### config.mk
export PLATFORM = sky130hd
export DESIGN_NAME = rc5_keysched
export DESIGN_NICKNAME = d
export VERILOG_FILES = /design/src/rtl/rc5_ks_pkg.sv /design/src/rtl/rc5_ks_regfile.sv /design/src/rtl/rc5_ks_ctrl.sv /design/src/rtl/rc5_ks_mix.sv /design/src/rtl/rc5_keysched.sv
export SDC_FILE = /design/constraint.sdc
export NUM_CORES = 2
export LEC_CHECK = 0
export BUFFER_PORTS_ARGS = -buffer_cell sky130_fd_sc_hd__buf_2
export CORE_UTILIZATION = 51
export CTS_BUF_LIST = sky130_fd_sc_hd__clkbuf_2 sky130_fd_sc_hd__clkbuf_4 sky130_fd_sc_hd__clkbuf_8
export DETAILED_ROUTE_END_ITERATION = 8
export PLACE_DENSITY = 0.69
export SETUP_SLACK_MARGIN = 0.5
export SLEW_MARGIN = 15
export SYNTH_ARGS = -nofsm -noshare
export SYNTH_HDL_FRONTEND = slang
export SYNTH_SLANG_ARGS = --single-unit
### constraint.sdc
create_clock -name clk -period 11.92 [get_ports clk]
set_input_delay 0.596 -clock clk [delete_from_list [all_inputs] [get_ports clk]]
set_output_delay 0.596 -clock clk [all_outputs]
set_load 0.005 [all_outputs]
### src/rtl/rc5_ks_pkg.sv
// Shared types, constants and helpers for the RC5 subkey table generator.
// Assumes 32-bit words; the seed constants are defined for that width only.
package rc5_ks_pkg;
    localparam int WORD_W = 32;
    localparam int ROT_W  = $clog2(WORD_W);

    typedef logic [WORD_W-1:0] word_t;

    localparam word_t SEED_P = 32'hB7E15163;
    localparam word_t STEP_Q = 32'h9E3779B9;

    typedef enum logic [1:0] {
        PH_IDLE = 2'd0,
        PH_FILL = 2'd1,
        PH_MIX  = 2'd2
    } phase_e;

    // Left rotate by the low ROT_W bits of the amount.
    function automatic word_t rotl(input word_t x, input logic [ROT_W-1:0] sh);
        logic [2*WORD_W-1:0] dbl;
        dbl = {x, x} << sh;
        return dbl[2*WORD_W-1:WORD_W];
    endfunction
endpackage

### src/rtl/rc5_ks_regfile.sv
// Flop-based word register file with one write port, an optional parallel
// load of every entry, and all contents exposed flat for muxing elsewhere.
// Assumes load and write are never needed in the same cycle; load wins.
module rc5_ks_regfile #(
    parameter int DEPTH = 26,
    parameter int AW    = 5
) (
    input  logic                                 clk,
    input  logic                                 rst_n,
    input  logic                                 load_en,
    input  logic [DEPTH*rc5_ks_pkg::WORD_W-1:0]  load_data,
    input  logic                                 we,
    input  logic [AW-1:0]                        waddr,
    input  rc5_ks_pkg::word_t                    wdata,
    output logic [DEPTH*rc5_ks_pkg::WORD_W-1:0]  q_all
);
    import rc5_ks_pkg::*;

    for (genvar k = 0; k < DEPTH; k++) begin : g_ent
        word_t ent_q;

        // Hold one entry: clear on reset, bulk load, or addressed write.
        always_ff @(posedge clk) begin
            if (!rst_n) begin
                ent_q <= '0;
            end else if (load_en) begin
                ent_q <= load_data[k*WORD_W +: WORD_W];
            end else if (we && (waddr == AW'(k))) begin
                ent_q <= wdata;
            end
        end

        assign q_all[k*WORD_W +: WORD_W] = ent_q;
    end
endmodule

### src/rtl/rc5_ks_ctrl.sv
// Sequencer for the expansion: walks the table once to fill it, then runs
// the mix loop for MIX_STEPS steps while stepping both indices, then
// raises ready. A start in any phase restarts from the fill phase.
module rc5_ks_ctrl #(
    parameter int TBL       = 26,
    parameter int KW        = 4,
    parameter int MIX_STEPS = 78,
    parameter int IDX_W     = 5,
    parameter int JW        = 2,
    parameter int CNT_W     = 7
) (
    input  logic                clk,
    input  logic                rst_n,
    input  logic                start,
    output rc5_ks_pkg::phase_e  phase,
    output logic [IDX_W-1:0]    s_idx,
    output logic [JW-1:0]       l_idx,
    output logic                ready
);
    import rc5_ks_pkg::*;

    localparam logic [IDX_W-1:0] LAST_S    = IDX_W'(TBL - 1);
    localparam logic [JW-1:0]    LAST_L    = JW'(KW - 1);
    localparam logic [CNT_W-1:0] LAST_STEP = CNT_W'(MIX_STEPS - 1);

    logic [CNT_W-1:0] step_q;

    // Advance phase, indices and step count; flag completion.
    always_ff @(posedge clk) begin
        if (!rst_n) begin
            phase  <= PH_IDLE;
            s_idx  <= '0;
            l_idx  <= '0;
            step_q <= '0;
            ready  <= 1'b0;
        end else if (start) begin
            phase  <= PH_FILL;
            s_idx  <= '0;
            l_idx  <= '0;
            step_q <= '0;
            ready  <= 1'b0;
        end else begin
            case (phase)
                PH_FILL: begin
                    if (s_idx == LAST_S) begin
                        s_idx <= '0;
                        phase <= PH_MIX;
                    end else begin
                        s_idx <= s_idx + 1'b1;
                    end
                end
                PH_MIX: begin
                    s_idx <= (s_idx == LAST_S) ? '0 : s_idx + 1'b1;
                    l_idx <= (l_idx == LAST_L) ? '0 : l_idx + 1'b1;
                    if (step_q == LAST_STEP) begin
                        step_q <= '0;
                        phase  <= PH_IDLE;
                        ready  <= 1'b1;
                    end else begin
                        step_q <= step_q + 1'b1;
                    end
                end
                default: ;
            endcase
        end
    end
endmodule

### src/rtl/rc5_ks_mix.sv
// The single shared arithmetic step. In the fill phase it supplies the
// running progression value. In the mix phase it computes the new A and B
// from the current table and key words, and keeps them in registers for
// the next step. Assumes the sequencer presents S[i] and L[j] for the
// current indices in the same cycle.
module rc5_ks_mix (
    input  logic               clk,
    input  logic               rst_n,
    input  logic               start,
    input  rc5_ks_pkg::phase_e phase,
    input  rc5_ks_pkg::word_t  s_cur,
    input  rc5_ks_pkg::word_t  l_cur,
    output logic               s_we,
    output rc5_ks_pkg::word_t  s_wdata,
    output logic               l_we,
    output rc5_ks_pkg::word_t  l_wdata
);
    import rc5_ks_pkg::*;

    word_t a_q, b_q, fill_q;
    word_t a_new, ab_sum, b_new;

    // One mix step: A from the table word, then B from the key word.
    always_comb begin
        a_new  = rotl(s_cur + a_q + b_q, ROT_W'(3));
        ab_sum = a_new + b_q;
        b_new  = rotl(l_cur + ab_sum, ab_sum[ROT_W-1:0]);
    end

    // Hold A, B and the progression value between steps.
    always_ff @(posedge clk) begin
        if (!rst_n) begin
            a_q    <= '0;
            b_q    <= '0;
            fill_q <= '0;
        end else if (start) begin
            a_q    <= '0;
            b_q    <= '0;
            fill_q <= SEED_P;
        end else if (phase == PH_FILL) begin
            fill_q <= fill_q + STEP_Q;
        end else if (phase == PH_MIX) begin
            a_q <= a_new;
            b_q <= b_new;
        end
    end

    // Route the step result to the two register files.
    always_comb begin
        s_we    = (phase == PH_FILL) || (phase == PH_MIX);
        s_wdata = (phase == PH_FILL) ? fill_q : a_new;
        l_we    = (phase == PH_MIX);
        l_wdata = b_new;
    end
endmodule

### src/rtl/rc5_keysched.sv
// Top of the RC5 subkey table generator. Captures the key on start, fills
// and mixes the subkey table one word per cycle, and serves table reads.
// Assumes start is a single-cycle pulse; reads are valid once ready is high.
module rc5_keysched #(
    parameter int ROUNDS    = 12,
    parameter int KEY_WORDS = 4
) (
    input  logic                                     clk,
    input  logic                                     rst_n,
    input  logic                                     start,
    input  logic [KEY_WORDS*32-1:0]                  key_in,
    input  logic [$clog2(2*(ROUNDS+1))-1:0]          rd_addr,
    output logic [31:0]                              rd_data,
    output logic                                     ready
);
    import rc5_ks_pkg::*;

    localparam int TBL       = 2 * (ROUNDS + 1);
    localparam int IDX_W     = $clog2(TBL);
    localparam int JW        = (KEY_WORDS > 1) ? $clog2(KEY_WORDS) : 1;
    localparam int MIX_STEPS = 3 * ((TBL > KEY_WORDS) ? TBL : KEY_WORDS);
    localparam int CNT_W     = $clog2(MIX_STEPS + 1);

    phase_e                      phase;
    logic [IDX_W-1:0]            s_idx;
    logic [JW-1:0]               l_idx;
    logic [TBL*WORD_W-1:0]       s_all;
    logic [KEY_WORDS*WORD_W-1:0] l_all;
    word_t                       s_cur, l_cur, s_wdata, l_wdata;
    logic                        s_we, l_we;

    rc5_ks_ctrl #(
        .TBL(TBL), .KW(KEY_WORDS), .MIX_STEPS(MIX_STEPS),
        .IDX_W(IDX_W), .JW(JW), .CNT_W(CNT_W)
    ) u_ctrl (
        .clk(clk), .rst_n(rst_n), .start(start),
        .phase(phase), .s_idx(s_idx), .l_idx(l_idx), .ready(ready)
    );

    rc5_ks_mix u_mix (
        .clk(clk), .rst_n(rst_n), .start(start), .phase(phase),
        .s_cur(s_cur), .l_cur(l_cur),
        .s_we(s_we), .s_wdata(s_wdata), .l_we(l_we), .l_wdata(l_wdata)
    );

    rc5_ks_regfile #(.DEPTH(TBL), .AW(IDX_W)) u_stab (
        .clk(clk), .rst_n(rst_n),
        .load_en(1'b0), .load_data('0),
        .we(s_we), .waddr(s_idx), .wdata(s_wdata), .q_all(s_all)
    );

    rc5_ks_regfile #(.DEPTH(KEY_WORDS), .AW(JW)) u_ltab (
        .clk(clk), .rst_n(rst_n),
        .load_en(start), .load_data(key_in),
        .we(l_we), .waddr(l_idx), .wdata(l_wdata), .q_all(l_all)
    );

    // Select the table and key words at the working indices.
    always_comb begin
        s_cur = '0;
        for (int k = 0; k < TBL; k++) begin
            if (s_idx == IDX_W'(k)) s_cur = s_all[k*WORD_W +: WORD_W];
        end
        l_cur = '0;
        for (int k = 0; k < KEY_WORDS; k++) begin
            if (l_idx == JW'(k)) l_cur = l_all[k*WORD_W +: WORD_W];
        end
    end

    // External read port; unmapped addresses read zero.
    always_comb begin
        rd_data = '0;
        for (int k = 0; k < TBL; k++) begin
            if (rd_addr == IDX_W'(k)) rd_data = s_all[k*WORD_W +: WORD_W];
        end
    end
endmodule

-- After elaboration in Yosys (flattened, before gate mapping)
Index checks and enable logic that the tools add are counted.
- register bits after elaboration: 1073
- bits of input ports: 136
- output and inout bits: 33
- word-level logic and storage cells: 232
- add/subtract/negate cells: 8
- equality and inequality tests: 60
- shift operators: 1
- multiplexer cells: 74
- bitwise gates (word level): 2
- reductions and logical operators: 47
- operators by type and width (kind ; number):
    2-to-1 mux 32 bit ; 67
    adder 32 bit ; 4
    equality test 5 bit, second input constant ; 20
    equality test 5 x 4 -> 1 bit, second input constant ; 16
    left shift 64 x 5 -> 64 bit ; 1
    equality test 5 x 3 -> 1 bit, second input constant ; 8
    adder 32 bit, second input constant ; 1
    logical AND 1 bit ; 30
    equality test 5 x 2 -> 1 bit, second input constant ; 4
    nonzero test 2 bit ; 6
    equality test 5 x 1 -> 1 bit, second input constant ; 2
    logical NOT 5 bit ; 2
    adder 7 x 1 -> 7 bit, second input constant ; 1
    equality test 7 bit, second input constant ; 1
    2-to-1 mux 7 bit ; 1
    equality test 2 bit, second input constant ; 3
    2-to-1 mux 2 bit ; 3
    != test 3 bit, second input constant ; 2
    AND reduction 3 bit ; 2
    adder 5 x 1 -> 5 bit, second input constant ; 1
    2-to-1 mux 5 bit ; 1
    equality test 2 x 1 -> 1 bit, second input constant ; 2
    != test 2 bit, second input constant ; 2
    case mux 2 bit (2 select lines) ; 1
    8 further kinds ; 11

-- Longest topological paths before layout
- word-level depth: 34
- depth in mapped cells: 61
- gate-level depth less buffers: 57

-- Cells and area by module
A second synthesis with hierarchy kept.
- cell total of the unflattened synthesis: 9895
- area, all modules: 73686.9 sq um
- by module, submodules not included (module ; instances ; cells an instance ; area each (sq um) ; sequential area each (sq um)):
    rc5_ks_regfile at u_stab ; 1 ; 4969 ; 37452.2 ; 16656.0
    rc5_keysched ; 1 ; 2528 ; 16514.6 ; 0.0
    rc5_ks_mix ; 1 ; 1710 ; 12741.0 ; 1921.8
    rc5_ks_regfile at u_ltab ; 1 ; 586 ; 6089.6 ; 2562.5
    rc5_ks_ctrl ; 1 ; 102 ; 889.6 ; 340.3

-- Least setup slack after synthesis
No wires, ideal clock.
- kind: reg-to-reg
- start point: reg u_ctrl.s_idx[2]
- end point: reg u_mix.b_q[18]
- library setup time: 136 ps
- arrival time: 12671 ps
- required time: 11784 ps
- slack: -887 ps
- cell stages (with the launch flop): 59
- buffers on the path: 9
- period minus slack after synthesis: 12807 ps
- cells stage by stage: dfxtp_1 -> buf_2 -> clkbuf_1 -> clkbuf_1 -> buf_1 -> buf_1 -> and3_1 -> ha_1 -> clkbuf_1 -> clkbuf_1 -> clkbuf_1 -> a221oi_1 -> o31a_1 -> o211ai_1 -> o21ai_0 -> o21ai_0 -> nand2_1 -> fa_1 -> [... 23 more ...] -> a21o_1 -> and2_1 -> nor2_1 -> ha_1 -> clkbuf_1 -> a21oi_1 -> o21ai_0 -> a41oi_1 -> nor2b_1 -> and2_1 -> a2111oi_1 -> o41ai_2 -> xor2_2 -> and3_2 -> or4_4 -> a311oi_4 -> and2_1 -> o32ai_1
- word-level cells in the longest chain between the ends: 32
- elaborated cells on any way between the ends: 57
- those cells by class: add/sub (4); eq/ne (25); shift (1); mux (26); reduce/logical (1)
- RTL lines (element ; line ; source):
    start, declared ; rc5_ks_ctrl.sv:16 ; output logic [IDX_W-1:0] s_idx,
    start signal, assigned ; rc5_ks_ctrl.sv:49 ; s_idx <= s_idx + 1'b1;
    start signal, assigned ; rc5_ks_ctrl.sv:53 ; s_idx <= (s_idx == LAST_S) ? '0 : s_idx + 1'b1;
    logical NOT 5 bit ; rc5_keysched.sv:62 ; if (s_idx == IDX_W'(k)) s_cur = s_all[k*WORD_W +: WORD_W];
    2-to-1 mux 32 bit (25 in series) ; rc5_keysched.sv:62 ;
    2-to-1 mux 32 bit (*) ; rc5_keysched.sv:62 ;
    adder 32 bit (*) (2 in series) ; rc5_ks_mix.sv:25 ; a_new = rotl(s_cur + a_q + b_q, ROT_W'(3));
    via u_mix.a_new[2] ; rc5_ks_mix.sv:21 ; word_t a_new, ab_sum, b_new;
    adder 32 bit (*) ; rc5_ks_mix.sv:26 ; ab_sum = a_new + b_q;
    adder 32 bit ; rc5_ks_mix.sv:27 ; b_new = rotl(l_cur + ab_sum, ab_sum[ROT_W-1:0]);
    left shift 64 x 5 -> 64 bit (*) ; rc5_ks_pkg.sv:21 ; dbl = {x, x} << sh;
    end signal, assigned ; rc5_ks_mix.sv:44 ; b_q <= b_new;
    end, declared ; rc5_ks_mix.sv:20 ; word_t a_q, b_q, fill_q;
The timed path passes the listed nets; every way through them passes the cells marked *.
A chain may end at the register's enable or synchronous reset.

-- Final worst setup path
- start point: reg u_ctrl.s_idx[0]
- end point: reg u_mix.b_q[17]
Same word-level chain as after synthesis.

==> out/qor.yml <==
outcome: "finished with violations"
violations: "negative setup slack"
rows: 126
die_y_um: 346.6
viasPerCell: 6.844
ys_seq_area_share_pct: 35.48
dr.pass1.iters: 9
syn_area_mm2: 0.06055
yosys_register_bits: 1073
cp.arrival_ns: 12.89
num_io_pins: 169
hold_path.class: "primary input to flip-flop"
numClockSinks: 1073
fp.dieW_um: 346.6
p_per_area_mw_per_mm2: 121.2
fin_util_pct: 63.80
yosysTopAreaCellShare_pct: 35.48
hold_viol: 0
synth_top_family_by_area: "compound AO/OA/AOI/OAI gates"
finalCritPeriodShare_pct: 102.0
clock_path_buffers: 3
die_area_mm2: 0.1201
cp.required_ns: 12.65
max_freq_mhz: 82.23
finClkSkew_ns: 0.05813
power.leakage_nw: 28.33
cts_buffers: 184
critPathMostFrequentCell: "buf_4"
p_sw_mw: 2.794
antenna_found_initial: 12
overflow: 0
p_total_mw: 9.118
synth_area_leader_cell: "dfxtp_1"
combPwrFrac_pct: 19.4
critPathCaptureType: "flip-flop"
internal-power_mw: 6.324
period_minus_slack_ns: 12.16
drc_errors: 0
synthAdderAreaFrac_pct: 3.335
initial_core_util_pct: 51.35
syn_nets: 8127
grt_max_degree: 108
seq_power_share_pct: 40.3
post-place-ws_ns: -0.8858
coreArea_mm2: 0.1179
synth_warnings: 0
critical-path-max-stage-delay_ns: 0.60
cp_slowest_cell: "o211ai_1"
gp_congestion: 1.068
wirelength_um: 276300
yosys.cell_types.count: 108
drt_iter0_drc: 11860
grt_pass1_vias: 62660
drtAntennaViolNets: 0
worstSetupPathType: "flip-flop to flip-flop"
crit_fanout: 5
h-tree-depth: 4
vias: 69220
synth.area.top_cells: "dfxtp_1 (35%), a211oi_1 (8.2%), nor2_1 (7.0%)"
setup_slack_ns: -0.2416
setup_viol: 82
synth_xor_area_share_pct: 1.750
clk_pin_slew_ns: 0.07
avgSynthCellArea_um2: 7.713
area_growth_pct: 24.26
cp-start-kind: "flip-flop"
yosys.area_share.simple_pct: 16.81
clockPowerShare_pct: 40.3
drive_gt1_share_pct: 21.63
cts_tree: "yes"
synth_edf_count: 0
drt-wirelength-per-cell_um: 27.32
muxShareOfSynthArea_pct: 2.845
tightest_slew_ns: 1.255
grt_util_all_layers_pct: 43.75
grt_first_pass_wirelength_um: 402600
vdd.ir_drop.worst_mv: 0.1078
synth_ff_type: "dfxtp_1"
fin_nets: 8706
rsz0062_at_grt: "yes"
dp_hpwl_um: 198500
synth_compound_area_share_pct: 34.02
relSlewSlack_pct: 15.71
async_flop_share_pct: 0
netSwitchingFraction_pct: 30.65
clk_latency_ns: 0.95
slew_violations: 0
max-cap-violations: 0
cts_root_buf: "clkbuf_8"
io_buffers: 168
netlist_instances: 7850
Yosys cell counts (39+ instances only):
cell      count
nor2_1     1135
dfxtp_1    1073
a21oi_1     757
nand2_1     705
a211oi_1    661
clkbuf_1    659
o21ai_0     541
a22oi_1     207
inv_1       176
ha_1        107
nor3_1      102
o22ai_1     100
nand3_1      98
mux2i_1      90
a221oi_1     87
a31oi_1      78
buf_1        72
xnor2_1      72
o211ai_1     62
o221ai_1     52
a21o_1       49
nand2b_1     48
nor2b_1      46
nand4_1      42
xor2_1       42
a222oi_1     39
flip-flops by register name (all words and copies together) (netlist names):
name,flops
u_stab.g_ent.ent_q,832
u_ltab.g_ent.ent_q,128
u_mix.a_q,32
u_mix.b_q,32
u_mix.fill_q,32
u_ctrl.step_q,7
u_ctrl.s_idx,5
u_ctrl.l_idx,2
u_ctrl.phase,2
u_ctrl.ready,1
logic make-up (layout without fill, tap and decap cells):
kind of cell / Yosys count / after routing
AOI/OAI and AO/OA: 3081 / 3081
xor gates and xnor gates: 117 / 117
adders and majority gates: 141 / 141
buffers and inverters: 924 / 1645
DFF: 1073 / 1073
muxes: 142 / 142
other: 0 / 8
and+or+nand+nor: 2372 / 2372
cell usage in the layout, fill, tap and decap left out, types with 78 or more instances in the layout:
master / Yosys / layout
a211oi_1: 661 / 645
a21oi_1: 757 / 715
a221oi_1: 87 / 78
a22oi_1: 207 / 204
buf_2: 10 / 165
buf_4: 1 / 795
clkbuf_8: 0 / 232
dfxtp_1: 1073 / 1068
dlygate4sd3_1: 0 / 105
ha_1: 107 / 90
inv_1: 176 / 171
nand2_1: 705 / 700
nand3_1: 98 / 93
nor2_1: 1135 / 1077
nor3_1: 102 / 84
o21ai_0: 541 / 431
o21ai_1: 10 / 85
o22ai_1: 100 / 98
stage by stage:
| step | hold WS [ns] | setup TNS (ns) | area, µm² | instances |
|---|---|---|---|---|
| floorplan | 0.4363 | 0 | 60730 | 7850 |
| detailed placement | 0.4439 | -111.11 | 67530 | 9605 |
| CTS | 0.004146 | -4.512 | 73690 | 10070 |
| finish | 0.03573 | -6.777 | 75240 | 10120 |
| global route | 0.04554 | -65.19 | 75220 | 10110 |
| global placement | 0.4380 | -88.31 | 67530 | 9605 |
per-layer routing:
metal / up-vias / track usage [%] / part of all wire (%)
met2: 5349 / 57.92 / 39
met5: - / 0.3601 / 0.063
met3: 919 / 15.97 / 16
met1: 32790 / 62.72 / 41
li1: 30150 / - / -
met4: 20 / 18.33 / 4.5
power groups by stage:
stage	combinational (mW)	clock, mW	sequential, mW
floorplan	0.768	0	3.73
global placement	1.46	0	3.75
detailed placement	1.47	0	3.75
CTS	1.56	3.66	3.67
global route	1.81	3.84	3.68
finish	1.77	3.67	3.67
critical path: cells and delay by family (launching register included):
family / cells / cell delay [ns]
DFF: 1 / 0.37
adders and majority gates: 6 / 1.79
xor gates and xnor gates: 3 / 0.56
AOI/OAI and AO/OA: 28 / 5.81
buffers and inverters: 10 / 1.62
and+or+nand+nor: 10 / 1.78
area by class of cell:
| class | count | area [µm²] |
|---|---|---|
| antenna | 8 | 20.02 |
| clock inverter | 41 | 394.1 |
| fill | 10220 | 42690 |
| sequential | 1073 | 21500 |
| inverter | 180 | 688.2 |
| multi-input combinational | 5853 | 38180 |
| clock buffer | 287 | 3606 |
| timing repair buffer | 1137 | 8934 |
| tap | 1536 | 1922 |
timing repair:
item	in CTS	in global routing
hold endpoints to repair	105	0
pin swaps	159	183
setup buffers	33	34
hold buffers	105	0
gates cloned	2	0
resized for setup	233	292
endpoints found under the setup margin	160	160
worst paths after layout:
check	start	endpoint	slack, ns	cells past startpoint
worst max-delay path	u_ctrl.s_idx[0]	u_mix.b_q[17]	-0.24	57
worst min-delay path	key_in[15]	u_ltab.g_ent[0].ent_q[15]	0.04	4
worst max register to register	u_ctrl.s_idx[0]	u_mix.b_q[17]	-0.24	57
worst min register to register	u_ctrl.ready	u_ctrl.ready	0.45	2
Note: power is estimated with default switching activity, not from simulation.
